<file path="src/rtl/fpsu_pkg.sv">
package fpsu_pkg;
  localparam int WORD_W  = 32;
  localparam int CLS_W   = 5;
  localparam int CLS_LSB = 12;
  localparam int RM_W    = 2;
  localparam int RM_N    = 1 << RM_W;
  localparam int COND_W  = 4;

  localparam int BIT_NEWX = 31;
  localparam int BIT_INVS = 29;

  // invalid-detail flags: 24..19 and 10..8
  localparam logic [WORD_W-1:0] INV_DETAIL_MASK = 32'h01F8_0700;
  // overflow, underflow, divide-by-zero, inexact: 28..25
  localparam logic [WORD_W-1:0] ARITH_FLAG_MASK = 32'h1E00_0000;
  localparam logic [WORD_W-1:0] STICKY_MASK     = INV_DETAIL_MASK | ARITH_FLAG_MASK;

  typedef enum logic [RM_W-1:0] {
    RM_NEAR_EVEN = 2'b00,
    RM_TO_ZERO   = 2'b01,
    RM_TO_PINF   = 2'b10,
    RM_TO_NINF   = 2'b11
  } round_mode_e;
endpackage

</file>
<file path="src/rtl/fpsu_exc_merge.sv">
module fpsu_exc_merge
  import fpsu_pkg::*;
(
  input  logic [WORD_W-1:0] cur_word,
  input  logic              upd_en,
  input  logic [WORD_W-1:0] upd_bits,
  output logic [WORD_W-1:0] merged_word
);
  logic [WORD_W-1:0] req_flags;
  logic [WORD_W-1:0] rising;
  logic [WORD_W-1:0] ored;

  always_comb begin
    req_flags   = upd_bits & STICKY_MASK;
    rising      = req_flags & ~cur_word;
    ored        = cur_word | req_flags;
    merged_word = cur_word;
    if (upd_en) begin
      merged_word = ored;
      if (|rising) begin
        merged_word[BIT_NEWX] = 1'b1;
      end
      if (|(ored & INV_DETAIL_MASK)) begin
        merged_word[BIT_INVS] = 1'b1;
      end
    end
  end
endmodule

</file>
<file path="src/rtl/fpsu_rm_decode.sv">
module fpsu_rm_decode
  import fpsu_pkg::*;
(
  input  logic [RM_W-1:0] rm_code,
  output logic [RM_N-1:0] rm_onehot
);
  for (genvar g = 0; g < RM_N; g++) begin : g_sel
    assign rm_onehot[g] = (rm_code == RM_W'(g));
  end
endmodule

</file>
<file path="src/rtl/fp_status_unit.sv">
module fp_status_unit
  import fpsu_pkg::*;
(
  input  logic              clk,
  input  logic              rst_n,
  input  logic              sw_wr_en,
  input  logic [WORD_W-1:0] sw_wr_data,
  input  logic              exc_upd_en,
  input  logic [WORD_W-1:0] exc_upd_bits,
  input  logic              cls_wr_en,
  input  logic [CLS_W-1:0]  cls_wr_code,
  output logic [WORD_W-1:0] status_q,
  output logic [RM_N-1:0]   round_sel,
  output logic [COND_W-1:0] cond_field
);
  logic [1:0]        rst_sync_q;
  logic              rst_n_s;
  logic [WORD_W-1:0] merged;
  logic [WORD_W-1:0] status_d;
  logic              status_load;

  always_ff @(posedge clk or negedge rst_n) begin
    if (!rst_n) begin
      rst_sync_q <= 2'b00;
    end else begin
      rst_sync_q <= {rst_sync_q[0], 1'b1};
    end
  end
  assign rst_n_s = rst_sync_q[1];

  fpsu_exc_merge u_merge (
    .cur_word    (status_q),
    .upd_en      (exc_upd_en),
    .upd_bits    (exc_upd_bits),
    .merged_word (merged)
  );

  always_comb begin
    status_load = sw_wr_en | exc_upd_en | cls_wr_en;
    status_d    = merged;
    if (sw_wr_en) begin
      status_d = sw_wr_data;
    end else if (cls_wr_en) begin
      status_d[CLS_LSB +: CLS_W] = cls_wr_code;
    end
  end

  always_ff @(posedge clk or negedge rst_n_s) begin
    if (!rst_n_s) begin
      status_q <= '0;
    end else if (status_load) begin
      status_q <= status_d;
    end
  end

  fpsu_rm_decode u_rm (
    .rm_code   (status_q[RM_W-1:0]),
    .rm_onehot (round_sel)
  );

  assign cond_field = status_q[WORD_W-1 -: COND_W];
endmodule

</file>
<file path="config.mk">
export PLATFORM = sky130hd
export DESIGN_NAME = fp_status_unit
export DESIGN_NICKNAME = d
export VERILOG_FILES = /design/src/rtl/fpsu_pkg.sv /design/src/rtl/fpsu_exc_merge.sv /design/src/rtl/fpsu_rm_decode.sv /design/src/rtl/fp_status_unit.sv
export SDC_FILE = /design/constraint.sdc
export NUM_CORES = 1
export LEC_CHECK = 0
export CORE_MARGIN = 4
export CORE_UTILIZATION = 35
export CTS_CLUSTER_DIAMETER = 150
export DETAILED_ROUTE_END_ITERATION = 10
export DONT_BUFFER_PORTS = 1
export PLACE_DENSITY = 0.58
export RECOVER_POWER = 100
export SKIP_LAST_GASP = 1
export SYNTH_ARGS = -nofsm -noshare
export SYNTH_HDL_FRONTEND = slang
export SYNTH_SLANG_ARGS = --single-unit
export TNS_END_PERCENT = 100
</file>
<file path="constraint.sdc">
create_clock -name clk -period 1 [get_ports clk]
set_input_delay 0.1 -clock clk [delete_from_list [all_inputs] [get_ports clk]]
set_output_delay 0.1 -clock clk [all_outputs]
set_load 0.03 [all_outputs]
</file>
# Yosys cells after proc, flatten, opt, wreduce, memory -nomap -nowiden
# Cells that the tools add are included.
[classes] magnitude_cmp=0 div=0 bitwise=5 add_sub_neg=0 shifts=0 n_mux=7 n_mul=0 n_reduce_logical=7 n_eq_ne=3
[ops] op="$and A29 B32 Y32" n=1
[ops] op="$mux W32" n=1
[ops] op="$not A32 Y32" n=1
[ops] op="$or A32 B29 Y32" n=1
[ops] op="$reduce_or A32 Y1" n=1
[ops] op="$mux W15" n=1
[ops] op="$mux W12" n=1
[ops] op="$mux W5" n=2
[ops] op="$reduce_or A9 Y1" n=1
[ops] op="$eq A2 B2 Y1 const B" n=2
[ops] op="$reduce_and A2 Y1" n=2
[ops] op="$reduce_bool A3 Y1" n=1
[ops] op="$eq A2 B1 Y1 const B" n=1
[ops] op="$logic_not A2 Y1" n=1
[ops] op="$mux W1" n=2
[ops] op="$or A1 B1 Y1" n=2
[ops] op="$reduce_bool A2 Y1" n=1
[word_totals] rom_bits=0 ff_bits=34 wordCells=25 latchBits=0 input_bits=74 memories=0 mem_bits_rw=0 out_inout_bits=40

# Logic depth before layout (Yosys ltp)
[logic_depth] word_depth=7 mapped_depth=5 depth_no_buf=5

# Hierarchy
# Synthesis repeated with hierarchy kept, for this count alone.
[unflattened] hier_cells=220 hier_area_um2=2044.5
[modules_own_cells] module="fp_status_unit" instances=1 area_per_inst_um2=1625.3 cells_per_inst=152 seq_area_each_um2=850.8
[modules_own_cells] module="fpsu_exc_merge" instances=1 area_per_inst_um2=392.9 cells_per_inst=64 seq_area_each_um2=0.0
[modules_own_cells] module="fpsu_rm_decode" instances=1 area_per_inst_um2=26.3 cells_per_inst=4 seq_area_each_um2=0.0

# Worst setup path after synthesis
# OpenSTA, ideal clock, no wires.
[synth_timing] kind="register to register" start="register status_q[8]" end="register status_q[29]" period_less_slack_ns=1.513 n_path_buf=0 arrival_ns=1.382 stages_incl_launch_ff=4 setup_slack_ns=-0.513 setup_ns=0.132 required_ns=0.868 cell_sequence="dfrtp_1 -> or4_1 -> o41ai_2 -> a21oi_1"
[synth_between] elab_chain_len=5
[synth_lines] item="start: declaration" line="fp_status_unit.sv:12" source="output logic [WORD_W-1:0] status_q,"
[synth_lines] item="start signal: assignment" line="fp_status_unit.sv:52" source="status_q <= status_d;"
[synth_lines] item="$or A32 B29 Y32" line="fpsu_exc_merge.sv:16" source="ored = cur_word | req_flags;"
[synth_lines] item="$reduce_or A9 Y1" line="fpsu_exc_merge.sv:23" source="if (|(ored & INV_DETAIL_MASK)) begin"
[synth_lines] item="$mux W1" line="fpsu_exc_merge.sv:23"
[synth_lines] item="$mux W32" line="fpsu_exc_merge.sv:18" source="if (upd_en) begin"
[synth_lines] item="$mux W15" line="fp_status_unit.sv:41" source="if (sw_wr_en) begin"
# Every way passes these cells. The select of a mux whose other input is x is not followed.
# A chain may end at the register's enable or synchronous reset.

# Final worst setup path
# Ends and elaborated chain as after synthesis.

==> results.yml <==
outcome:
  status: "complete, but fails checks"
  violations: "negative hold slack, negative setup slack"
critical_path:
  max_stage_delay_ps: 480
  criticalPathCategory: "register to register"
  cp_slowest_cell: "or4_1"
  cp_top_family: "simple AND/OR/NAND/NOR gates"
  worstSetupEndpointType: "register"
  crit_path_cell_trace: "or4_1 -> o41ai_2 -> a21oi_1"
  critPathMaxFanout: 2
  arrival_ps: 1520
  critPathBufInv: 0
  startpoint_type: "register"
  required_ps: 1150
synthesis:
  syn_inst: 150
  synth_commonest_cells: "dfrtp_1 (34), o21ai_0 (19), nand2_1 (18)"
  netlist_area_mm2: 0.00153
  ys.warnings.count: 0
  syn-num-nets: 224
  synth-seq-cells: 34
  netlist.area_leader.share: 0.556
  synth.most_common_cell: "dfrtp_1"
  ys_async_sr_fraction: 1.00
  synth_edf_count: 0
  ys_seq_area_frac: 0.556
  avgSynthCellArea_um2: 10.2
  yosys.area.top_type: "dfrtp_1"
  synthTopCellsByArea: "dfrtp_1 (56%), mux2_2 (8.8%), o21ai_0 (6.2%)"
  synth_cell_types: 23
  ys.flop_type: "dfrtp_1"
final_layout:
  fin_nets: 274
  final_cells: 251
  multi_input_area_um2: 604
  drive_above_1_share: 0.353
  n_fill_cell: 353
  regArea_um2: 862
  area_delta_synth_final_pct: 39.1
  final_core_util: 0.518
  antenna_cells: 0
hold_path:
  min_path_type: "input port to register"
timing:
  fin_crit_sh: 1.37
  rsz0062_at_grt: "yes"
  layout_setup_ws_ps: -372
  tns_ps: -1580
  max_freq_ghz: 0.729
  period_needed_ps: 1370
  fin_skew_ps: 3.10
  hold_viol: 28
  setup-violations-final: 10
  slew_violations: 0
  hold_ws_ps: -75.7
pwr:
  leakagePower_nw: 0.969
  power_w: 0.00352
  p_sw_frac: 0.307
  comb_power_share: 0.255
  p_sw_w: 0.00108
  p_seq_frac: 0.456
  peakVddDrop_mv: 1.10
  p_per_area_mw_per_mm2: 1650
  p_int_w: 0.00244
  power.share.clock: 0.289
global_routing:
  track_usage: 0.159
  grt-ovfl-total: 0
  antenna_found_initial: 0
  grt_pass1_vias: 1429
  grt_busiest_layer: "met2"
  grt_use_met3: 0.0662
  grt_pass1_wl_um: 6560
  grt_max_degree: 53
  globalRouteMet2Util: 0.289
  gr-usage-met1: 0.162
routing:
  routed_wl_um: 4200
  routed_via_density: 5.12
  ant_nets: 0
  drt-initial-drc-count: 36
  first_pass_iters: 4
  vias: 1286
  drt-wirelength-per-cell_um: 16.7
  drc: 0
job:
  drv_cap: 0
clock_network:
  cts_hold_buffers: 16
  clockBufferDepth: 2
  cts_tree: "built"
  htreeDepth: 2
  cts.sinks: 34
  clk_pin_slew_ps: 60
  cts_root_buf: "clkbuf_8"
  clkLatencyLatePin_ps: 280
  cts_buffers: 5
placed_design:
  io_buffers: 0
  routabilityCongestion: 0.739
  dp_cells: 225
  dp_hpwl_um: 3160
die:
  die_w_um: 74.2
  core_area_mm2: 0.00412
  fp.dieH_um: 74.2
  fp.dieArea_mm2: 0.00550
  ios: 114
  row_count: 23
  initial_core_util: 0.372
state kept, by name, indices dropped and copies added, names as in the netlist:
register / count
rst_sync_q: 2
status_q: 32
power by group through the flow:
stage / Sequential, W / Combinational (W) / Clock, W
5_1_grt: 0.00162 / 0.000959 / 0.00112
3_5_place_dp: 0.00163 / 0.000824 / 0
4_1_cts: 0.00161 / 0.000908 / 0.00106
3_3_place_gp: 0.00162 / 0.000809 / 0
6_report: 0.00161 / 0.000896 / 0.00102
2_1_floorplan: 0.00190 / 0.000311 / 0
worst register-to-register path, delay by kind of cell (launching register included):
family | cells | cell delay, ps
and+or+nand+nor | 1 | 480
DFF | 1 | 390
AOI/OAI and AO/OA | 2 | 380
per-layer routing:
| metal | up-vias | part of all wire |
|---|---|---|
| met4 | 0 | 0.015 |
| met2 | 69 | 0.52 |
| met1 | 602 | 0.36 |
| met3 | 8 | 0.11 |
| met5 | - | 0 |
| li1 | 607 | - |
cell usage in the layout (no fill, tap or decap), types with 2 or more instances in the layout:
cell type / netlist / final
nor2b_1: 5 / 3
mux2i_1: 5 / 5
dlygate4sd3_1: 0 / 16
buf_6: 0 / 9
buf_4: 4 / 20
inv_1: 11 / 11
o21ai_0: 19 / 17
a21oi_1: 16 / 16
nor2_1: 3 / 2
clkbuf_1: 7 / 3
o21ai_1: 0 / 2
dfrtp_1: 34 / 25
nor2b_4: 0 / 2
o22ai_1: 3 / 3
mux2_2: 12 / 12
nor4_1: 3 / 2
clkbuf_4: 0 / 4
nand2_1: 18 / 18
clkbuf_8: 0 / 6
clkbuf_2: 0 / 3
dfrtp_2: 0 / 9
worst paths after layout:
path,end,depth (start not counted),from,slack [ps]
worst max-delay path,status_q[29],3,status_q[8],-370
worst min-delay path,status_q[9],1,sw_wr_en,-80
worst max register to register,status_q[29],3,status_q[8],-370
worst min register to register,status_q[12],1,rst_sync_q[1],270
max in group asynchronous,status_q[20],1,rst_sync_q[1],360
min in group asynchronous,rst_sync_q[0],1,rst_n,60
logic make-up (layout without fill, tap and decap cells):
group / Yosys count / in the layout / synth area share
AOI/OAI and AO/OA: 41 / 41 / 0.150
and+or+nand+nor: 34 / 34 / 0.105
muxes: 17 / 17 / 0.121
other: 1 / 1 / 0.00245
buffers and inverters: 23 / 74 / 0.0670
DFF: 34 / 34 / 0.556
stage by stage:
step / setup slack, ps / hold WS, ps / cell area [um2]
finish: -372 / -75.7 / 2130
global route: -459 / -76.9 / 2130
CTS: -376 / -89.4 / 2130
detailed placement: -367 / -195 / 1840
global placement: -357 / -195 / 1840
floorplan: -439 / -196 / 1560
what timing repair did:
item / in CTS / in global routing
setup buffers: 1 / 1
endpoints found under the hold margin: 34 / 30
gates resized for setup: 10 / 7
pin swaps: 3 / 4
setup endpoints to repair: 12 / 18
layout make-up:
type,instances,share of cell area
multi-input combinational,93,0.284
inverter,11,0.0194
sequential,34,0.405
clock inverter,1,0.00235
clock buffer,7,0.0405
tap,50,0.0294
timing repair buffer,55,0.220
No activity file was read; power rests on OpenSTA's default activity.
